===== config.mk =====
export PLATFORM = sky130hd
export DESIGN_NAME = bidir_store_xcvr
export DESIGN_NICKNAME = d
export VERILOG_FILES = /design/src/rtl/xcvr_pkg.sv /design/src/rtl/xcvr_edge_det.sv /design/src/rtl/xcvr_mode_dec.sv /design/src/rtl/xcvr_dir_path.sv /design/src/rtl/bidir_store_xcvr.sv
export SDC_FILE = /design/constraint.sdc
export NUM_CORES = 1
export LEC_CHECK = 0
export ABC_CLOCK_PERIOD_IN_PS = 3020
export CORE_ASPECT_RATIO = 0.9
export CORE_MARGIN = 4
export CORE_UTILIZATION = 28
export DETAILED_ROUTE_END_ITERATION = 6
export HOLD_SLACK_MARGIN = 0.08
export PLACE_DENSITY = 0.6
export SYNTH_ARGS = -nofsm -noshare
export SYNTH_HDL_FRONTEND = slang
export SYNTH_SLANG_ARGS = --single-unit

===== constraint.sdc =====
create_clock -name clk -period 3.02 [get_ports clk]
set_input_delay 0.906 -clock clk [delete_from_list [all_inputs] [get_ports clk]]
set_output_delay 0.906 -clock clk [all_outputs]
set_load 0.02 [all_outputs]

===== src/rtl/xcvr_pkg.sv =====
package xcvr_pkg;
    localparam int XCVR_DATA_W = 18;

    typedef enum logic [1:0] {
        MODE_HOLD = 2'd0,
        MODE_PASS = 2'd1,
        MODE_LOAD = 2'd2
    } path_mode_e;
endpackage


===== src/rtl/xcvr_edge_det.sv =====
module xcvr_edge_det (
    input  logic clk,
    input  logic rst_n,
    input  logic level_in,
    output logic rise
);
    typedef struct packed {
        logic prev;
    } edge_st_t;

    edge_st_t st_d, st_q;

    always_comb begin
        st_d      = st_q;
        st_d.prev = level_in;
        rise      = level_in & ~st_q.prev;
    end

    always_ff @(posedge clk or negedge rst_n) begin
        if (!rst_n) begin
            st_q.prev <= 1'b1;
        end else begin
            st_q <= st_d;
        end
    end
endmodule


===== src/rtl/xcvr_mode_dec.sv =====
module xcvr_mode_dec
    import xcvr_pkg::*;
(
    input  logic       pass,
    input  logic       rise,
    input  logic       strobe_en_n,
    output path_mode_e mode
);
    always_comb begin
        if (pass) begin
            mode = MODE_PASS;
        end else if (rise && !strobe_en_n) begin
            mode = MODE_LOAD;
        end else begin
            mode = MODE_HOLD;
        end
    end
endmodule


===== src/rtl/xcvr_dir_path.sv =====
module xcvr_dir_path
    import xcvr_pkg::*;
#(
    parameter int WIDTH = XCVR_DATA_W
) (
    input  logic             clk,
    input  logic             rst_n,
    input  logic [WIDTH-1:0] din,
    input  logic             pass,
    input  logic             strobe,
    input  logic             strobe_en_n,
    input  logic             drive_n,
    output logic [WIDTH-1:0] dout,
    output logic             drive
);
    typedef struct packed {
        logic [WIDTH-1:0] word;
    } path_st_t;

    path_st_t   st_d, st_q;
    logic       rise;
    path_mode_e mode;

    xcvr_edge_det edge_i (
        .clk      (clk),
        .rst_n    (rst_n),
        .level_in (strobe),
        .rise     (rise)
    );

    xcvr_mode_dec dec_i (
        .pass        (pass),
        .rise        (rise),
        .strobe_en_n (strobe_en_n),
        .mode        (mode)
    );

    always_comb begin
        st_d = st_q;
        unique case (mode)
            MODE_PASS: st_d.word = din;
            MODE_LOAD: st_d.word = din;
            default:   st_d.word = st_q.word;
        endcase
        dout  = (mode == MODE_PASS) ? din : st_q.word;
        drive = ~drive_n;
    end

    always_ff @(posedge clk or negedge rst_n) begin
        if (!rst_n) begin
            st_q.word <= '0;
        end else begin
            st_q <= st_d;
        end
    end
endmodule


===== src/rtl/bidir_store_xcvr.sv =====
module bidir_store_xcvr
    import xcvr_pkg::*;
#(
    parameter int WIDTH = XCVR_DATA_W
) (
    input  logic             clk,
    input  logic             rst_n,
    input  logic [WIDTH-1:0] a_in,
    input  logic [WIDTH-1:0] b_in,
    input  logic             a2b_pass,
    input  logic             a2b_strobe,
    input  logic             a2b_strobe_en_n,
    input  logic             a2b_drive_n,
    input  logic             b2a_pass,
    input  logic             b2a_strobe,
    input  logic             b2a_strobe_en_n,
    input  logic             b2a_drive_n,
    output logic [WIDTH-1:0] b_out,
    output logic             b_drive,
    output logic [WIDTH-1:0] a_out,
    output logic             a_drive
);
    localparam int NUM_DIR = 2;

    logic [NUM_DIR-1:0][WIDTH-1:0] din_arr;
    logic [NUM_DIR-1:0][WIDTH-1:0] dout_arr;
    logic [NUM_DIR-1:0]            pass_arr;
    logic [NUM_DIR-1:0]            strobe_arr;
    logic [NUM_DIR-1:0]            en_n_arr;
    logic [NUM_DIR-1:0]            drive_n_arr;
    logic [NUM_DIR-1:0]            drive_arr;

    // index 0: A toward B, index 1: B toward A
    assign din_arr     = {b_in, a_in};
    assign pass_arr    = {b2a_pass, a2b_pass};
    assign strobe_arr  = {b2a_strobe, a2b_strobe};
    assign en_n_arr    = {b2a_strobe_en_n, a2b_strobe_en_n};
    assign drive_n_arr = {b2a_drive_n, a2b_drive_n};

    for (genvar g = 0; g < NUM_DIR; g++) begin : g_dir
        xcvr_dir_path #(.WIDTH(WIDTH)) path_i (
            .clk         (clk),
            .rst_n       (rst_n),
            .din         (din_arr[g]),
            .pass        (pass_arr[g]),
            .strobe      (strobe_arr[g]),
            .strobe_en_n (en_n_arr[g]),
            .drive_n     (drive_n_arr[g]),
            .dout        (dout_arr[g]),
            .drive       (drive_arr[g])
        );
    end

    assign b_out   = dout_arr[0];
    assign b_drive = drive_arr[0];
    assign a_out   = dout_arr[1];
    assign a_drive = drive_arr[1];
endmodule


* Word level (Yosys, flattened, before mapping)
Cells that the tools add are included.
Widths: inputs -> output; s select.
** Operators by class
- Bitwise operators :: 6
- Reduce and logical (&&, ||, !) cells :: 6
- Equality and inequality tests :: 4
- Muxes and demuxes :: 6
** Operators by type and width (number)
- $mux 18 :: 2
- $mux 2 :: 4
- $eq 2x1->1 const B :: 2
- $eq 2x2->1 const B :: 2
- $not 1->1 :: 4
- $reduce_or 2->1 :: 2
- $and 1x1->1 :: 2
- $logic_and 1x1->1 :: 2
- $logic_not 1->1 :: 2
** Storage, ports and cells
- Flip-flop bits (word level) :: 38
- Output and inout bits :: 38

* Longest topological paths before layout
- Depth after elaboration :: 7
- Gate-level depth with buffers :: 5
- Gate-level depth less buffers :: 2

* By module
Synthesis repeated with hierarchy kept, for this count alone.
** Unflattened totals
- Cell total of the unflattened synthesis :: 130
- Area total of the unflattened synthesis :: 2147.1 um2
** Modules (own cells, without submodules)
- xcvr_dir_path :: area each 1013.5 um2, sequential area each 450.4 um2, instances 2, cells each 61
- xcvr_edge_det :: area each 40.0 um2, sequential area each 26.3 um2, instances 2, cells each 2
- xcvr_mode_dec :: area each 20.0 um2, sequential area each 0.0 um2, instances 2, cells each 2

* Worst setup path after synthesis
OpenSTA, ideal clock, no wires.
- Path kind :: input-to-output
- From :: in b2a_pass
- To :: out a_out[0]
- Required time :: 2.114 ns
- Stages on the path :: 5
- Arrival :: 1.695 ns
- Path slack :: 0.419 ns
- Path buffers :: 3
- Cell sequence :: clkbuf_1 buf_2 buf_2 nand2_1 nand2_1
** On the way
- Cells in the longest elaborated chain, start to end :: 3
** Ends and longest elaborated chain
- from (decl) :: RTL line bidir_store_xcvr.sv:14 : input logic b2a_pass,
- $mux 2 :: RTL line xcvr_mode_dec.sv:10 : if (pass) begin
- $eq 2x1->1 :: RTL line xcvr_dir_path.sv:45 : dout = (mode == MODE_PASS) ? din : st_q.word;
- $mux 18 :: RTL line xcvr_dir_path.sv:45
- to (decl) :: RTL line bidir_store_xcvr.sv:20 : output logic [WIDTH-1:0] a_out,
No other way between the ends.

* Worst setup path in the final report
- From :: in b2a_pass
- To :: out a_out[8]
The elaborated chain is that of the path after synthesis.

==> impl_metrics.toml <==
[drt]
postRouteAntennaNets = 0
vias = 2252
met2_length_um = 3290
via_per_inst = 4.94
dr_wl_met3_um = 355
wl_met1_um = 3390
dr.pass1.iters = 5
drc = 0
wl_per_cell_um = 15.6
drt_wl_total_um = 7120
drt_iter0_drc = 64
routed.top_layer = "met4"

[status]
status = "finished, final reports clean"

[setup_path]
crit_slowest_cell = "dlygate4sd2_1"
crit_family = "buffers and inverters"
slowest_delay_ns = 0.33
r2r-start = "g_dir[1].path_i.edge_i.st_q"
critPathArrivalTime_ns = 2.06
r2r_cells = 3
worstPathRequired_ns = 2.11
crit_start = "b2a_pass"
critPathLaunchType = "primary input"
endpoint_kind = "output port"
crit-reg2reg-capture = "g_dir[1].path_i.st_q[12]"
worstSetupPathType = "primary input to output port"
reg2reg_slack_ns = 1.67
path_cells = "dlygate4sd2_1 > bufbuf_16 > nand2b_1 > nand2_1 > dlygate4sd2_1"
cp_max_fo = 18
critical_path_buf_inv_count = 3
cpMostUsedCell = "dlygate4sd2_1"

[placement]
dp_hpwl_um = 4650
gp_congestion = 0.709
port-buffer-count = 83
pre_cts_slack_ns = -0.300

[synth]
yosysMostFrequentCell = "nand2_1"
synth_common_cells = "nand2_1, dfrtp_1, nand2b_1, nand4bb_1, o211ai_1"
yosys-top-cells-area = "dfrtp_1, nand4bb_1, nand2_1"
postSynthCellCount = 242
synth_fp_nets = 288
synth-seq-area-share_pct = 42.0
ys_async_sr_fraction_pct = 100
synth_edf_count = 0
synth_seq_cells = 38
syn_area_per_cell_um2 = 9.38
ys_warn_count = 0
yosys.area.top_type = "dfrtp_1"
synth_top_area_share_pct = 39.7
netlist_area_mm2 = 0.00227
synthDistinctLibCells = 11
synth_ff_type = "dfrtp_1"

[final_layout]
final.fill_count = 744
drive_above_1_share_pct = 16.9
ff_latch_area_um2 = 953
utilization_pct = 47.1
multi_input_area_mm2 = 0.00121
syn_to_final_growth_pct = 60.4
final_nets = 405
n_antenna_cell = 0

[cts]
clk_pin_slew_ns = 0.08
numCtsBuffers = 5
cts_hold_buf = 0
post_cts_buffers = 0
cts_max_level = 2
clk_latency_ns = 0.30
cts_tree = "yes"
clock-sinks = 38
postCtsResizedCells = 40
cts.path.max_buffers = 2
cts_root_buffer = "clkbuf_8"

[die]
rows = 30
dieWidth_um = 103
start_util_pct = 29.4
die-area_mm2 = 0.00961
die_h_um = 93.4
coreArea_mm2 = 0.00773
ios = 84

[flow_run]
max_cap_violations = 0

[sta]
worst_slack_ns = 0.0535
clock_skew_ns = 0.0103
fin_crit_sh_pct = 98.2
grt_setup_unrepaired = "no"
setup_tns_ns = 0
setup_violations = 0
layout_min_cycle_time_ns = 2.97
worst_pin_slew_ns = 0.910
max_clock_freq_ghz = 0.337
slew_violations = 0
whs_ns = 0.584
hold_violations = 0
slew_headroom_pct = 39.3

[hold_path]
hold_path_startpoint = "g_dir[1].path_i.st_q[13]"
hold_path_depth = 2
hp-class = "register to register"
hold-path-endpoint = "g_dir[1].path_i.st_q[13]"

[global_routing]
grt_pass1_wl_um = 11600
antenna_found_initial = 0
overflow = 0
grt_pass1_vias = 2354
grt_max_degree = 39
grt_usage_pct = 15.1

[power]
fin_total_pwr_uw = 1570
peakVddDrop_mv = 0.225
powerDensity_mw_per_mm2 = 430
p_leak_uw = 0.00165
## stage by stage
step / area [µm²] / instances
3_3_place_gp: 3480 / 446
3_5_place_dp: 3480 / 446
6_report: 3640 / 456
5_1_grt: 3640 / 456
4_1_cts: 3640 / 456
2_1_floorplan: 2270 / 242
## metal layers
metal	track usage, %	up-vias
met5	0	-
met4	4.42	0
met3	2.76	8
met2	23.2	51
met1	21.6	1091
li1	-	1102
## sequential cells by signal, indices dropped and copies added, names as in the netlist
name,cells
g_dir.path_i.st_q,36
g_dir.path_i.edge_i.st_q,2
## cells in the final DEF, fill, tap and decap left out
master	instances
dlygate4sd2_1	37
bufinv_16	2
buf_12	2
nor3b_4	2
clkdlybuf4s15_2	1
o211ai_1	36
buf_2	1
clkbuf_8	6
dfrtp_1	36
buf_4	43
clkdlybuf4s50_1	44
inv_1	2
bufbuf_16	2
nand4bb_1	36
nand2_1	72
dfstp_2	2
nand2b_1	36
## report_power, final
part	switching, µW	leakage [µW]	total [µW]	internal [µW]
registers	20.3	0.000454	581	561
logic	212	0.00113	434	223
clock network	198	0.0000714	550	353
## how the worst max path moves through the flow
stage | cells past startpoint | slack, ns | endpoint
finish | 5 | 0.05 | a_out[8]
global route | 5 | 0.02 | a_out[12]
CTS | 5 | 0.05 | a_out[8]
detailed placement | 5 | -0.30 | b_out[13]
global placement | 5 | -0.29 | b_out[13]
floorplan | 5 | 0.42 | a_out[0]
## worst reg2reg max path, delay by kind of cell (launching register included)
kind / cells / cell delay (ns)
simple gates: 1 / 0.12
compound gates: 1 / 0.19
flops: 1 / 0.75
buf+inv: 1 / 0.21
## layout make-up
class                           count  share of cell area [%]
Sequential cell                    38                    26.2
Clock inverter                      2                    1.65
Multi-Input combinational cell    182                    33.2
Tap cell                           96                    3.30
Clock buffer                        6                    2.27
Inverter                            2                   0.206
Timing Repair Buffer              130                    33.2
## cells by family after synthesis
| kind of cell | Yosys count | share of synthesized area, % |
|---|---|---|
| compound gates | 36 | 11.9 |
| simple gates | 146 | 41.3 |
| buf+inv | 22 | 4.74 |
| flops | 38 | 42.0 |
Note: power is estimated with default switching activity, not from simulation.
